<file path="config.mk">
export PLATFORM = sky130hd
export DESIGN_NAME = dual_pwm_gen
export DESIGN_NICKNAME = d
export VERILOG_FILES = /design/src/rtl/dpwm_pkg.sv /design/src/rtl/dpwm_regs.sv /design/src/rtl/dpwm_prescaler.sv /design/src/rtl/dpwm_phase_seq.sv /design/src/rtl/dual_pwm_gen.sv
export SDC_FILE = /design/constraint.sdc
export NUM_CORES = 1
export LEC_CHECK = 0
export ABC_AREA = 1
export BUFFER_PORTS_ARGS = -buffer_cell sky130_fd_sc_hd__buf_2
export CAP_MARGIN = 20
export CELL_PAD_IN_SITES_DETAIL_PLACEMENT = 1
export CELL_PAD_IN_SITES_GLOBAL_PLACEMENT = 1
export CORE_MARGIN = 3
export CORE_UTILIZATION = 40
export DETAILED_ROUTE_END_ITERATION = 6
export GPL_TIMING_DRIVEN = 0
export PLACE_DENSITY_LB_ADDON = 0.1
export SLEW_MARGIN = 20
export SYNTH_ARGS = -nofsm -noshare
export SYNTH_HDL_FRONTEND = slang
export SYNTH_SLANG_ARGS = --single-unit
export TNS_END_PERCENT = 30
</file>
<file path="constraint.sdc">
create_clock -name clk -period 3.8 [get_ports clk]
set_input_delay 0.38 -clock clk [delete_from_list [all_inputs] [get_ports clk]]
set_output_delay 0.38 -clock clk [all_outputs]
set_load 0.03 [all_outputs]
</file>
<file path="src/rtl/dpwm_pkg.sv">
package dpwm_pkg;
    localparam int DATA_W     = 32;
    localparam int CNT_W      = 16;
    localparam int DIV_W      = 7;
    localparam int SEL_W      = 2;
    localparam int NSRC       = 1 << SEL_W;
    localparam int NCH        = 2;
    localparam int SEL_LSB    = 4;   // first source-select field
    localparam int DIV_LSB    = 8;   // first prescaler field
    localparam int DIV_STRIDE = 8;   // distance between channel prescaler fields

    typedef enum logic [1:0] {
        PH_IDLE = 2'd0,
        PH_HIGH = 2'd1,
        PH_LOW  = 2'd2
    } phase_e;

    typedef struct packed {
        logic             run_en;
        logic             gate_en;
        logic [DIV_W-1:0] div;
        logic [SEL_W-1:0] sel;
        logic [CNT_W-1:0] hi;
        logic [CNT_W-1:0] lo;
    } ch_cfg_t;
endpackage

</file>
<file path="src/rtl/dpwm_regs.sv">
module dpwm_regs
    import dpwm_pkg::*;
#(
    parameter int ADDR_W = 4
) (
    input  logic                        clk,
    input  logic                        rst_n,
    input  logic                        wr_i,
    input  logic [ADDR_W-1:0]           addr_i,
    input  logic [DATA_W-1:0]           wdata_i,
    output logic [DATA_W-1:0]           rdata_o,
    output ch_cfg_t [NCH-1:0]           cfg_o
);
    localparam logic [ADDR_W-1:0] CTRL_ADDR = ADDR_W'(NCH * 4);

    typedef struct packed {
        logic [NCH-1:0][DATA_W-1:0] cnt;
        logic [DATA_W-1:0]          ctrl;
    } regs_t;

    regs_t r_d, r_q;

    always_comb begin
        r_d = r_q;
        if (wr_i) begin
            for (int c = 0; c < NCH; c++) begin
                if (addr_i == ADDR_W'(c * 4)) r_d.cnt[c] = wdata_i;
            end
            if (addr_i == CTRL_ADDR) r_d.ctrl = wdata_i;
        end
    end

    always_ff @(posedge clk) begin
        if (!rst_n) r_q <= '0;
        else        r_q <= r_d;
    end

    always_comb begin
        rdata_o = '0;
        for (int c = 0; c < NCH; c++) begin
            if (addr_i == ADDR_W'(c * 4)) rdata_o = r_q.cnt[c];
        end
        if (addr_i == CTRL_ADDR) rdata_o = r_q.ctrl;
    end

    always_comb begin
        for (int c = 0; c < NCH; c++) begin
            cfg_o[c].run_en  = r_q.ctrl[c];
            cfg_o[c].sel     = r_q.ctrl[SEL_LSB + SEL_W * c +: SEL_W];
            cfg_o[c].div     = r_q.ctrl[DIV_LSB + DIV_STRIDE * c +: DIV_W];
            cfg_o[c].gate_en = r_q.ctrl[DIV_LSB + DIV_STRIDE * c + DIV_W];
            cfg_o[c].hi      = r_q.cnt[c][DATA_W-1 -: CNT_W];
            cfg_o[c].lo      = r_q.cnt[c][CNT_W-1:0];
        end
    end

    // a control write is held in the register on the following cycle
    assert_ctrl_store_R2: assert property (@(posedge clk) disable iff (!rst_n)
        (wr_i && addr_i == CTRL_ADDR) |=> r_q.ctrl == $past(wdata_i));
endmodule

</file>
<file path="src/rtl/dpwm_prescaler.sv">
module dpwm_prescaler
    import dpwm_pkg::*;
(
    input  logic             clk,
    input  logic             rst_n,
    input  logic             active_i,
    input  logic [NSRC-1:0]  src_i,
    input  logic [SEL_W-1:0] sel_i,
    input  logic [DIV_W-1:0] div_i,
    output logic             tick_o
);
    typedef struct packed {
        logic [DIV_W-1:0] cnt;
    } pre_t;

    pre_t p_d, p_q;
    logic strobe;

    always_comb begin
        strobe = src_i[sel_i];
        tick_o = active_i && strobe && (p_q.cnt >= div_i);
        p_d    = p_q;
        if (!active_i)   p_d.cnt = '0;
        else if (tick_o) p_d.cnt = '0;
        else if (strobe) p_d.cnt = p_q.cnt + 1'b1;
    end

    always_ff @(posedge clk) begin
        if (!rst_n) p_q <= '0;
        else        p_q <= p_d;
    end

    // every prescaled tick restarts the strobe count
    assert_wrap_after_tick_R4: assert property (@(posedge clk) disable iff (!rst_n)
        tick_o |=> p_q.cnt == '0);
endmodule

</file>
<file path="src/rtl/dpwm_phase_seq.sv">
module dpwm_phase_seq
    import dpwm_pkg::*;
(
    input  logic             clk,
    input  logic             rst_n,
    input  logic             active_i,
    input  logic             tick_i,
    input  logic [CNT_W-1:0] hi_i,
    input  logic [CNT_W-1:0] lo_i,
    output logic             pwm_o
);
    typedef struct packed {
        phase_e           ph;
        logic [CNT_W-1:0] cnt;
        logic [CNT_W-1:0] hi_sh;
        logic [CNT_W-1:0] lo_sh;
    } seq_t;

    seq_t s_d, s_q;
    logic [CNT_W:0] cnt_nx;

    function automatic seq_t start_period(input logic [CNT_W-1:0] hi,
                                          input logic [CNT_W-1:0] lo);
        seq_t s;
        s.hi_sh = hi;
        s.lo_sh = lo;
        s.cnt   = '0;
        s.ph    = (hi != '0) ? PH_HIGH : PH_LOW;
        return s;
    endfunction

    always_comb begin
        s_d    = s_q;
        cnt_nx = {1'b0, s_q.cnt} + 1'b1;
        if (!active_i) begin
            s_d = '0;
        end else begin
            unique case (s_q.ph)
                PH_IDLE: s_d = start_period(hi_i, lo_i);
                PH_HIGH: begin
                    if (tick_i) begin
                        if (cnt_nx >= {1'b0, s_q.hi_sh}) begin
                            if (s_q.lo_sh != '0) begin
                                s_d.ph  = PH_LOW;
                                s_d.cnt = '0;
                            end else begin
                                s_d = start_period(hi_i, lo_i);
                            end
                        end else begin
                            s_d.cnt = cnt_nx[CNT_W-1:0];
                        end
                    end
                end
                PH_LOW: begin
                    if (tick_i) begin
                        if (cnt_nx >= {1'b0, s_q.lo_sh}) s_d = start_period(hi_i, lo_i);
                        else                             s_d.cnt = cnt_nx[CNT_W-1:0];
                    end
                end
                default: s_d = '0;
            endcase
        end
    end

    always_ff @(posedge clk) begin
        if (!rst_n) s_q <= '0;
        else        s_q <= s_d;
    end

    assign pwm_o = (s_q.ph == PH_HIGH);

    // a stopped channel drives low on the next cycle
    assert_low_when_stopped_R6: assert property (@(posedge clk) disable iff (!rst_n)
        !active_i |=> !pwm_o);
    // the level only moves on a tick, a start, or a stop
    assert_level_on_tick_R10: assert property (@(posedge clk) disable iff (!rst_n)
        (active_i && !tick_i && s_q.ph != PH_IDLE) |=> $stable(pwm_o));
    // the high phase never runs past its latched length
    assert_high_in_range_R3: assert property (@(posedge clk) disable iff (!rst_n)
        (s_q.ph == PH_HIGH) |-> (s_q.cnt < s_q.hi_sh));
    // a latched zero high length never raises the output
    assert_zero_high_low_R8: assert property (@(posedge clk) disable iff (!rst_n)
        (s_q.ph != PH_IDLE && s_q.hi_sh == '0) |-> !pwm_o);
endmodule

</file>
<file path="src/rtl/dual_pwm_gen.sv">
module dual_pwm_gen
    import dpwm_pkg::*;
#(
    parameter int ADDR_W = 4
) (
    input  logic              clk,
    input  logic              rst_n,
    input  logic              reg_wr,
    input  logic [ADDR_W-1:0] reg_addr,
    input  logic [31:0]       reg_wdata,
    output logic [31:0]       reg_rdata,
    input  logic [3:0]        tick_src,
    output logic [1:0]        pwm_out
);
    ch_cfg_t [NCH-1:0] cfg;

    dpwm_regs #(.ADDR_W(ADDR_W)) u_regs (
        .clk     (clk),
        .rst_n   (rst_n),
        .wr_i    (reg_wr),
        .addr_i  (reg_addr),
        .wdata_i (reg_wdata),
        .rdata_o (reg_rdata),
        .cfg_o   (cfg)
    );

    for (genvar c = 0; c < NCH; c++) begin : g_ch
        logic active;
        logic tick;

        assign active = cfg[c].run_en & cfg[c].gate_en;

        dpwm_prescaler u_pre (
            .clk      (clk),
            .rst_n    (rst_n),
            .active_i (active),
            .src_i    (tick_src),
            .sel_i    (cfg[c].sel),
            .div_i    (cfg[c].div),
            .tick_o   (tick)
        );

        dpwm_phase_seq u_seq (
            .clk      (clk),
            .rst_n    (rst_n),
            .active_i (active),
            .tick_i   (tick),
            .hi_i     (cfg[c].hi),
            .lo_i     (cfg[c].lo),
            .pwm_o    (pwm_out[c])
        );
    end
endmodule

</file>
### After elaboration in Yosys (flattened, before gate mapping)

Cells that the tools add are included.

* add/sub/neg operators: 4
* magnitude comparators: 8
* eq/ne operators: 16
* mux-type cells: 31
* bitwise operators: 5
* reductions and logical operators: 24

Operator list (count)
* $pmux 50 s3: 2
* $mux 32: 9
* $mux 50: 4
* $ge 17x16->1: 4
* $mux 16: 4
* $reduce_bool 16->1: 4
* $mux 18: 2
* $add 16x1->17 const B: 2
* $ne 2x2->1 const B: 8
* $add 7x1->7 const B: 2
* $ge 7x7->1: 2
* $reduce_and 2->1: 7
* $mux 2: 6
* $reduce_and 5->1: 2
* $reduce_and 4->1: 2
* $lt 2x3->1 const B: 2
* $reduce_or 3->1: 2
* $bmux 1 s2: 2
* $eq 2x1->1 const B: 2
* $eq 2x2->1 const B: 2
* $eq 4x3->1 const B: 1
* $eq 4x4->1 const B: 1
* $logic_and 1x1->1: 4
* $logic_not 2->1: 2
* other kinds (5): 10

* bits in registers: 210
* bits of input ports: 43
* output and inout bits: 34
* logic and storage cells: 101

### Depth between registers and ports, before layout

Gate-level depths: netlist of the first run.

* word-level depth: 6
* mapped depth: 24

### Modules after synthesis

A second synthesis of the first run with hierarchy kept.

* cell total of the unflattened synthesis: 2253
* area total of the unflattened synthesis: 14420.1 um^2

Modules (own cells, without submodules)
* dpwm_phase_seq: times used 2, cells an instance 525, area each 3478.3 um^2, seq. area each 1001.0 um^2
* dpwm_regs: times used 1, cells an instance 965, area each 6027.0 um^2, seq. area each 1921.8 um^2
* dpwm_prescaler: times used 2, cells an instance 117, area each 710.7 um^2, seq. area each 140.1 um^2
* dual_pwm_gen: times used 1, cells an instance 4, area each 15.0 um^2, seq. area each 0.0 um^2

### Worst setup path before layout of the first run

OpenSTA, ideal clock, no wires.

* path kind: register to register
* start: register g_ch[1].u_seq.s_q[32] (netlist name)
* end: register g_ch[1].u_seq.s_q[16] (netlist name)
* setup time: 0.114 ns
* data arrival time: 2.664 ns
* setup slack: 1.023 ns
* cell stages (with the launch flop): 19
* path buffers: 1
* period minus slack after synthesis: 2.777 ns
* cells stage by stage: dfxtp_1 > ha_1 > nand3_1 > nor2_2 > nand3_2 > nor2_1 > xor2_1 > inv_1 > ha_1 > nand2_1 > inv_1 > nand4_1 > o31ai_1 > nor2_1 > nand2_2 > nand3_4 > buf_2 > o21bai_1 > nor2_1

* word-level cells in the longest chain between the ends: 4

Ends and longest elaborated chain
* start: declaration: RTL line dpwm_phase_seq.sv:19 `seq_t s_d, s_q;`
* start signal: assignment: RTL line dpwm_phase_seq.sv:66 `if (!rst_n) s_q <= '0;`
* start signal: assignment: RTL line dpwm_phase_seq.sv:67 `else s_q <= s_d;`
* $add 16x1->17 *: RTL line dpwm_phase_seq.sv:34 `cnt_nx = {1'b0, s_q.cnt} + 1'b1;`
* $ge 17x16->1 (on tied branches): RTL line dpwm_phase_seq.sv:42, dpwm_phase_seq.sv:56
* $ne 2x2->1 (no line) or $ne 2x1->1 (tied branches)
* $reduce_and 5->1 (no line) *

Every way passes the cells marked *; elsewhere a longest branch is shown, timed or not.
A chain may end at the register's enable or synchronous reset.

### Worst setup path in the final report of the first run

* start: register g_ch[1].u_seq.s_q[32] (netlist name)
* end: register g_ch[1].u_seq.s_q[18] (netlist name)

The elaborated chain is that of the path after synthesis.

==> flow_metrics.py, run 1 <==
metrics = {
    "run_status": {
        "outcome": "complete, no violations",
    },
    "grt": {
        "first_global_vias": 11600,
        "grt_max_degree": 14,
        "grt_pass1_wl_um": 61900,
        "grt_overflow": 0,
        "antenna_found_initial": 1,
        "grt.total_usage_pct": 24.9,
    },
    "cts": {
        "ctsHoldBuffers": 0,
        "clockBufferDepth": 3,
        "cts.sinks": 210,
        "clock-root-buffer": "clkbuf_16",
        "clkTransAtPathRegs_ps": 60,
        "cts_tree": "built",
        "numCtsBuffers": 26,
        "h-tree-depth": 1,
        "clk_latency_ps": 540,
    },
    "sta": {
        "slew_viol_final": 0,
        "setup_viol": 0,
        "relSlewSlack_pct": 43.9,
        "fin_setup_tns_ps": 0,
        "worstMarginPinSlew_ps": 836,
        "hold_viol_final": 0,
        "fin_crit_sh_pct": 90.4,
        "fmax_mhz": 291,
        "fin_worst_skew_ps": 19.8,
        "fin_crit_ps": 3440,
        "holdWs_ps": 147,
    },
    "drt": {
        "ant_nets": 0,
        "dr_wl_met3_um": 2000,
        "drtIter0Drc": 706,
        "wl_met1_um": 19300,
        "dr.pass1.iters": 5,
        "wirelength_um": 38900,
        "dr_wl_met2_um": 16600,
        "highest_layer": "met4",
        "drc_errors": 0,
        "vias": 11400,
        "via_per_inst": 5.26,
        "wl_per_cell_um": 17.9,
    },
    "synth": {
        "synth-seq-cells": 210,
        "synth_cell_types": 39,
        "yosysWarnings": 0,
        "yosys.area.top_type_share_pct": 36.1,
        "syn_nets": 1797,
        "synth_area_leaders": "dfxtp_1, nand2_1, ha_1",
        "synth_cells": 1672,
        "yosysSeqAreaShare_pct": 36.1,
        "avgSynthCellArea_sq_um": 6.96,
        "synthesis.area_sq_mm": 0.0116,
        "synth_area_leader_cell": "dfxtp_1",
    },
    "floorplan": {
        "start_util_pct": 41.2,
        "coreArea_sq_mm": 0.0282,
        "fp.dieArea_sq_mm": 0.0312,
        "die_y_um": 177,
        "io_pins": 77,
        "rows": 61,
        "fp.dieW_um": 177,
    },
    "placed_design": {
        "routabilityCongestion": 0.912,
        "dpl.hpwl_um": 31000,
        "numPortBuffers": 75,
    },
    "finish": {
        "final.fill_count": 3720,
        "multi_input_area_sq_mm": 0.00613,
        "synthToLayoutAreaGrowth_pct": 15.2,
        "diodes": 0,
        "drive_gt1_share_pct": 9.69,
        "layout.nets": 1902,
        "final_util_pct": 47.5,
        "seq_area_sq_mm": 0.00420,
    },
    "critical_path": {
        "r2r_start": "g_ch[1].u_seq.s_q[32]",
        "r2r-end": "g_ch[1].u_seq.s_q[18]",
        "rr_worst_depth": 18,
        "crit_type": "flop to flop",
        "r2r_setup_slack_ps": 360,
        "worstPathRequired_ps": 4230,
        "crit_arrival_ps": 3870,
        "crit_path_start_kind": "flop",
        "worstPathMaxFanout": 10,
        "end_kind": "flop",
        "startpoint": "g_ch[1].u_seq.s_q[32]",
    },
    "power_and_ir_drop": {
        "power_leakage_nw": 5.88,
        "peakVddDrop_mv": 0.289,
        "p_per_area_mw_per_mm2": 366,
    },
    "min_path": {
        "hp-class": "input port to flop",
        "whs_endpoint": "u_regs.r_q[3]",
        "hold_depth": 3,
        "min_from": "reg_wdata[3]",
    },
    "flow_run": {
        "cap_violations": 0,
    },
}
cell usage after synthesis:
library cell,n
o221ai_1,32
xnor2_1,9
clkbuf_1,52
o21a_1,3
nand3_1,72
ha_1,82
a22oi_2,1
buf_1,3
nand3b_1,1
nor2_1,120
nand2_2,6
a21oi_1,188
nand3b_4,1
o31ai_1,4
a41oi_1,1
nor4_1,17
inv_1,262
xor2_1,22
nor3b_1,2
buf_6,6
nor2_2,1
o21ai_0,95
buf_2,16
o21bai_1,6
clkinv_1,1
inv_2,3
nand4_1,53
nand2_1,374
a31oi_1,1
nor2_4,1
nor3_1,9
a21o_1,5
dfxtp_1,210
nor3_2,4
and2_1,1
nand3_4,2
buf_4,2
or2_2,1
nand3_2,3
registers in the layout, summed over array words and instances (netlist names):
signal,cells
g_ch.u_seq.s_q,100
u_regs.r_q,10
u_regs.cfg_o,86
g_ch.u_pre.p_q,14
timing repair:
item | CTS | global route
setup buffers | 0 | 2
resized for setup | 0 | 12
setup endpoints to repair | 0 | 51
final cells by class:
| class | instances | area share [%] |
|---|---|---|
| Buffer | 79 | 2.77 |
| Clock buffer | 36 | 5.43 |
| Clock inverter | 10 | 0.830 |
| Inverter | 266 | 7.45 |
| Multi-Input combinational cell | 1117 | 45.7 |
| Sequential cell | 210 | 31.4 |
| Tap cell | 378 | 3.53 |
| Timing Repair Buffer | 77 | 2.91 |
worst max path at each step:
stage | endpoint | slack (ps) | depth (start not counted)
2_1_floorplan | g_ch[1].u_seq.s_q[16] | 1020 | 18
3_3_place_gp | g_ch[1].u_seq.s_q[45] | 280 | 19
3_5_place_dp | g_ch[1].u_seq.s_q[45] | 230 | 19
4_1_cts | g_ch[1].u_seq.s_q[45] | 200 | 19
5_1_grt | g_ch[0].u_seq.s_q[43] | -40 | 21
6_report | g_ch[1].u_seq.s_q[18] | 360 | 18
per-layer routing:
layer | vias up | GRT usage, %
met5 | - | 0
met1 | 5445 | 36.6
met4 | 0 | 6.19
met3 | 55 | 3.44
li1 | 5667 | -
met2 | 255 | 38.6
through the flow:
| step | total power [W] | std cells | cell area [sq um] | setup WS (ps) |
|---|---|---|---|---|
| 6_report | 0.00491 | 2173 | 13400 | 364 |
| 5_1_grt | 0.00508 | 2173 | 13400 | -36.4 |
| 4_1_cts | 0.00496 | 2171 | 13300 | 203 |
| 3_5_place_dp | 0.00250 | 2125 | 12500 | 231 |
| 3_3_place_gp | 0.00249 | 2125 | 12500 | 282 |
| 2_1_floorplan | 0.00240 | 1672 | 11600 | 1020 |
logic make-up after synthesis:
family	share of synthesized area (%)
DFF	36.1
buffers and inverters	11.7
adders and majority gates	8.81
AOI/OAI and AO/OA	16.0
xor gates and xnor gates	2.33
and+or+nand+nor	25.0
cell usage in the layout, fill, tap and decap left out, types with 58 or more instances in the layout:
master / count
ha_1: 82
inv_1: 262
nor2_1: 118
nand3_1: 71
buf_2: 90
o21ai_0: 95
clkbuf_1: 58
dfxtp_1: 210
a21oi_1: 188
nand2_1: 373
power by group:
part           switching (W)  internal, W
Combinational       0.000144    0.0000663
Clock               0.000991      0.00147
Sequential         0.0000186      0.00222
worst max-delay path, stage by stage (launching register included):
cell and delay (ps):
dfxtp_1 410, ha_1 230, nand3_2 180, nor2_4 210
nand3_2 130, nor2_1 140, xor2_1 160, inv_1 110
ha_1 310, nand2_1 60, inv_1 80, nand4_1 100
o31ai_1 270, nor2_1 90, nand2_2 170, nand3_4 190
buf_2 250, a21oi_1 180, nor2_1 60
No activity file was read; power rests on OpenSTA's default activity.
==> run 2, diff against run 1 <==
--- a/config.mk
+++ b/config.mk
@@ -10,7 +10,7 @@
 export CAP_MARGIN = 20
 export CELL_PAD_IN_SITES_DETAIL_PLACEMENT = 1
-export CELL_PAD_IN_SITES_GLOBAL_PLACEMENT = 1
+export CELL_PAD_IN_SITES_GLOBAL_PLACEMENT = 2
 export CORE_MARGIN = 3
-export CORE_UTILIZATION = 40
+export CORE_UTILIZATION = 35
 export DETAILED_ROUTE_END_ITERATION = 6
 export GPL_TIMING_DRIVEN = 0
==> constraint.sdc (replaced) <==
create_clock -name clk -period 3.8 [get_ports clk]
set_input_delay 0.76 -clock clk [delete_from_list [all_inputs] [get_ports clk]]
set_output_delay 0.76 -clock clk [all_outputs]
set_load 0.03 [all_outputs]
==> run 2 against run 1 <==
Flip-flop and latch count is the same. Largest power group unchanged. Sequential share of layout area decreased by 0.23 points. Wire length rose by 3.8%. Highest routed layer unchanged. Setup slack worse by 110 ps. First-iteration DRC count fell by 25%. Clock skew down 5.9 ps. Via count decreased by 1.1%. Global-route usage shrank 2.2 points. Critical path type is now input port to primary output. Final cell count increased by 2.9%. Count of clock-buffer cells in the layout up 1.
==> flow_metrics.py, run 2 (synthesized netlist as in run 1, its figures left out) <==
metrics = {
    "run_status": {
        "outcome": "complete, no violations",
    },
    "placed_design": {
        "place_area_sq_mm": 0.0126,
        "place_ws_ps": 86.1,
        "dpl.hpwl_um": 32500,
        "routabilityCongestion": 0.858,
        "numPortBuffers": 75,
    },
    "cts": {
        "h-tree-depth": 1,
        "clk_latency_ps": 540,
        "numCtsBuffers": 26,
        "clkTransAtPathRegs_ps": 60,
        "cts.sinks": 210,
        "ctsHoldBuffers": 0,
        "clockBufferDepth": 3,
        "post_cts_resized": 0,
        "cts_tree": "built",
        "clock-root-buffer": "clkbuf_16",
        "postCtsSetupBuffers": 0,
    },
    "finish": {
        "drive_gt1_share_pct": 9.92,
        "layout_common_cells": "nand2_1, inv_1, dfxtp_1",
        "largest_reg_flops": 100,
        "final_common_cell": "nand2_1",
        "final.fill_count": 4208,
        "final_util_pct": 41.4,
        "synthToLayoutAreaGrowth_pct": 16.1,
        "max_flop_register": "g_ch.u_seq.s_q",
        "layout.nets": 1900,
        "design_area_sq_mm": 0.0135,
        "diodes": 0,
    },
    "grt": {
        "first_global_vias": 11600,
        "grt_max_degree": 14,
        "grt_pass1_wl_um": 64100,
        "grt.total_usage_pct": 22.7,
        "grt_overflow": 0,
        "antenna_found_initial": 0,
    },
    "min_path": {
        "hold_depth": 2,
        "min_from": "u_regs.r_q[27]",
        "whs_endpoint": "u_regs.r_q[27]",
        "hp-class": "flop to flop",
    },
    "drt": {
        "vias": 11300,
        "ant_nets": 0,
        "via_per_inst": 5.05,
        "drc_errors": 0,
        "wl_per_cell_um": 18.1,
        "wirelength_um": 40400,
        "dr.pass1.iters": 5,
        "drtIter0Drc": 530,
    },
    "sta": {
        "fin_worst_skew_ps": 14.0,
        "relSlewSlack_pct": 35.7,
        "fin_crit_ps": 3540,
        "fmax_mhz": 282,
        "hold_viol_final": 0,
        "fin_crit_sh_pct": 93.2,
        "layout_setup_ws_ps": 259,
        "slew_viol_final": 0,
        "setup_viol": 0,
        "worstMarginPinSlew_ps": 959,
    },
    "critical_path": {
        "r2r_start": "g_ch[0].u_seq.s_q[32]",
        "worstPathRequired_ps": 3040,
        "crit_path_start_kind": "input port",
        "worstPathMaxFanout": 10,
        "r2r_setup_slack_ps": 290,
        "crit_type": "input port to primary output",
        "end_kind": "primary output",
        "rr_worst_depth": 19,
        "crit_arrival_ps": 2780,
        "r2r-end": "g_ch[0].u_seq.s_q[47]",
    },
    "floorplan": {
        "fp.dieArea_sq_mm": 0.0355,
        "die_y_um": 188,
        "fp.dieW_um": 188,
        "io_pins": 77,
        "start_util_pct": 35.7,
        "rows": 66,
        "coreArea_sq_mm": 0.0326,
    },
    "power_and_ir_drop": {
        "power_leakage_nw": 5.90,
        "peakVddDrop_mv": 0.300,
        "p_per_area_mw_per_mm2": 368,
    },
    "flow_run": {
        "cap_violations": 0,
    },
}
==> run 2: worst max path at each step <==
stage / start / slack (ps) / end
5_1_grt: g_ch[1].u_seq.s_q[32] / -20 / g_ch[1].u_seq.s_q[19]
3_3_place_gp: g_ch[0].u_seq.s_q[32] / 130 / g_ch[0].u_seq.s_q[40]
4_1_cts: g_ch[0].u_seq.s_q[32] / 60 / g_ch[0].u_seq.s_q[42]
6_report: reg_addr[1] / 260 / reg_rdata[30]
2_1_floorplan: g_ch[1].u_seq.s_q[32] / 1020 / g_ch[1].u_seq.s_q[16]
3_5_place_dp: g_ch[0].u_seq.s_q[32] / 90 / g_ch[0].u_seq.s_q[40]
==> run 2: cell type report <==
cell class | count | area, sq um | share of cell area (%)
Multi-Input combinational cell | 1117 | 6130 | 45.4
Sequential cell | 210 | 4210 | 31.1
Inverter | 266 | 998 | 7.39
Clock buffer | 37 | 782 | 5.79
Tap cell | 442 | 553 | 4.09
Timing Repair Buffer | 75 | 375 | 2.78
Buffer | 79 | 372 | 2.75
Clock inverter | 10 | 90.1 | 0.667
==> run 2: layer usage <==
layer	track usage [%]	vias up	part of all wire, %
met1	33.4	5362	50
met2	36.5	233	44
met5	0	-	0
met3	2.57	42	4.5
met4	3.75	0	1.5
li1	-	5665	-
==> run 2: metrics by stage <==
step	TNS, ps	total power, W	hold slack, ps	cells
after detailed placement	0	0.00250	454	2189
after global placement	0	0.00250	449	2189
after global routing	-60.2	0.00515	487	2236
after floorplan	0	0.00240	441	1672
after CTS	0	0.00504	464	2236
final	0	0.00498	465	2236
==> run 2: where the power goes <==
part	switching, W	total [W]	internal [W]
clock	0.00103	0.00252	0.00150
combinational	0.000144	0.000210	0.0000663
sequential	0.0000194	0.00224	0.00222
==> run 2: worst max-delay path, cell delays in order <==
cell and delay [ps]:
buf_2 90, nor2_1 160, inv_1 90, nor3_2 500
clkbuf_1 580, nand2_1 120, o221ai_1 190, buf_2 290
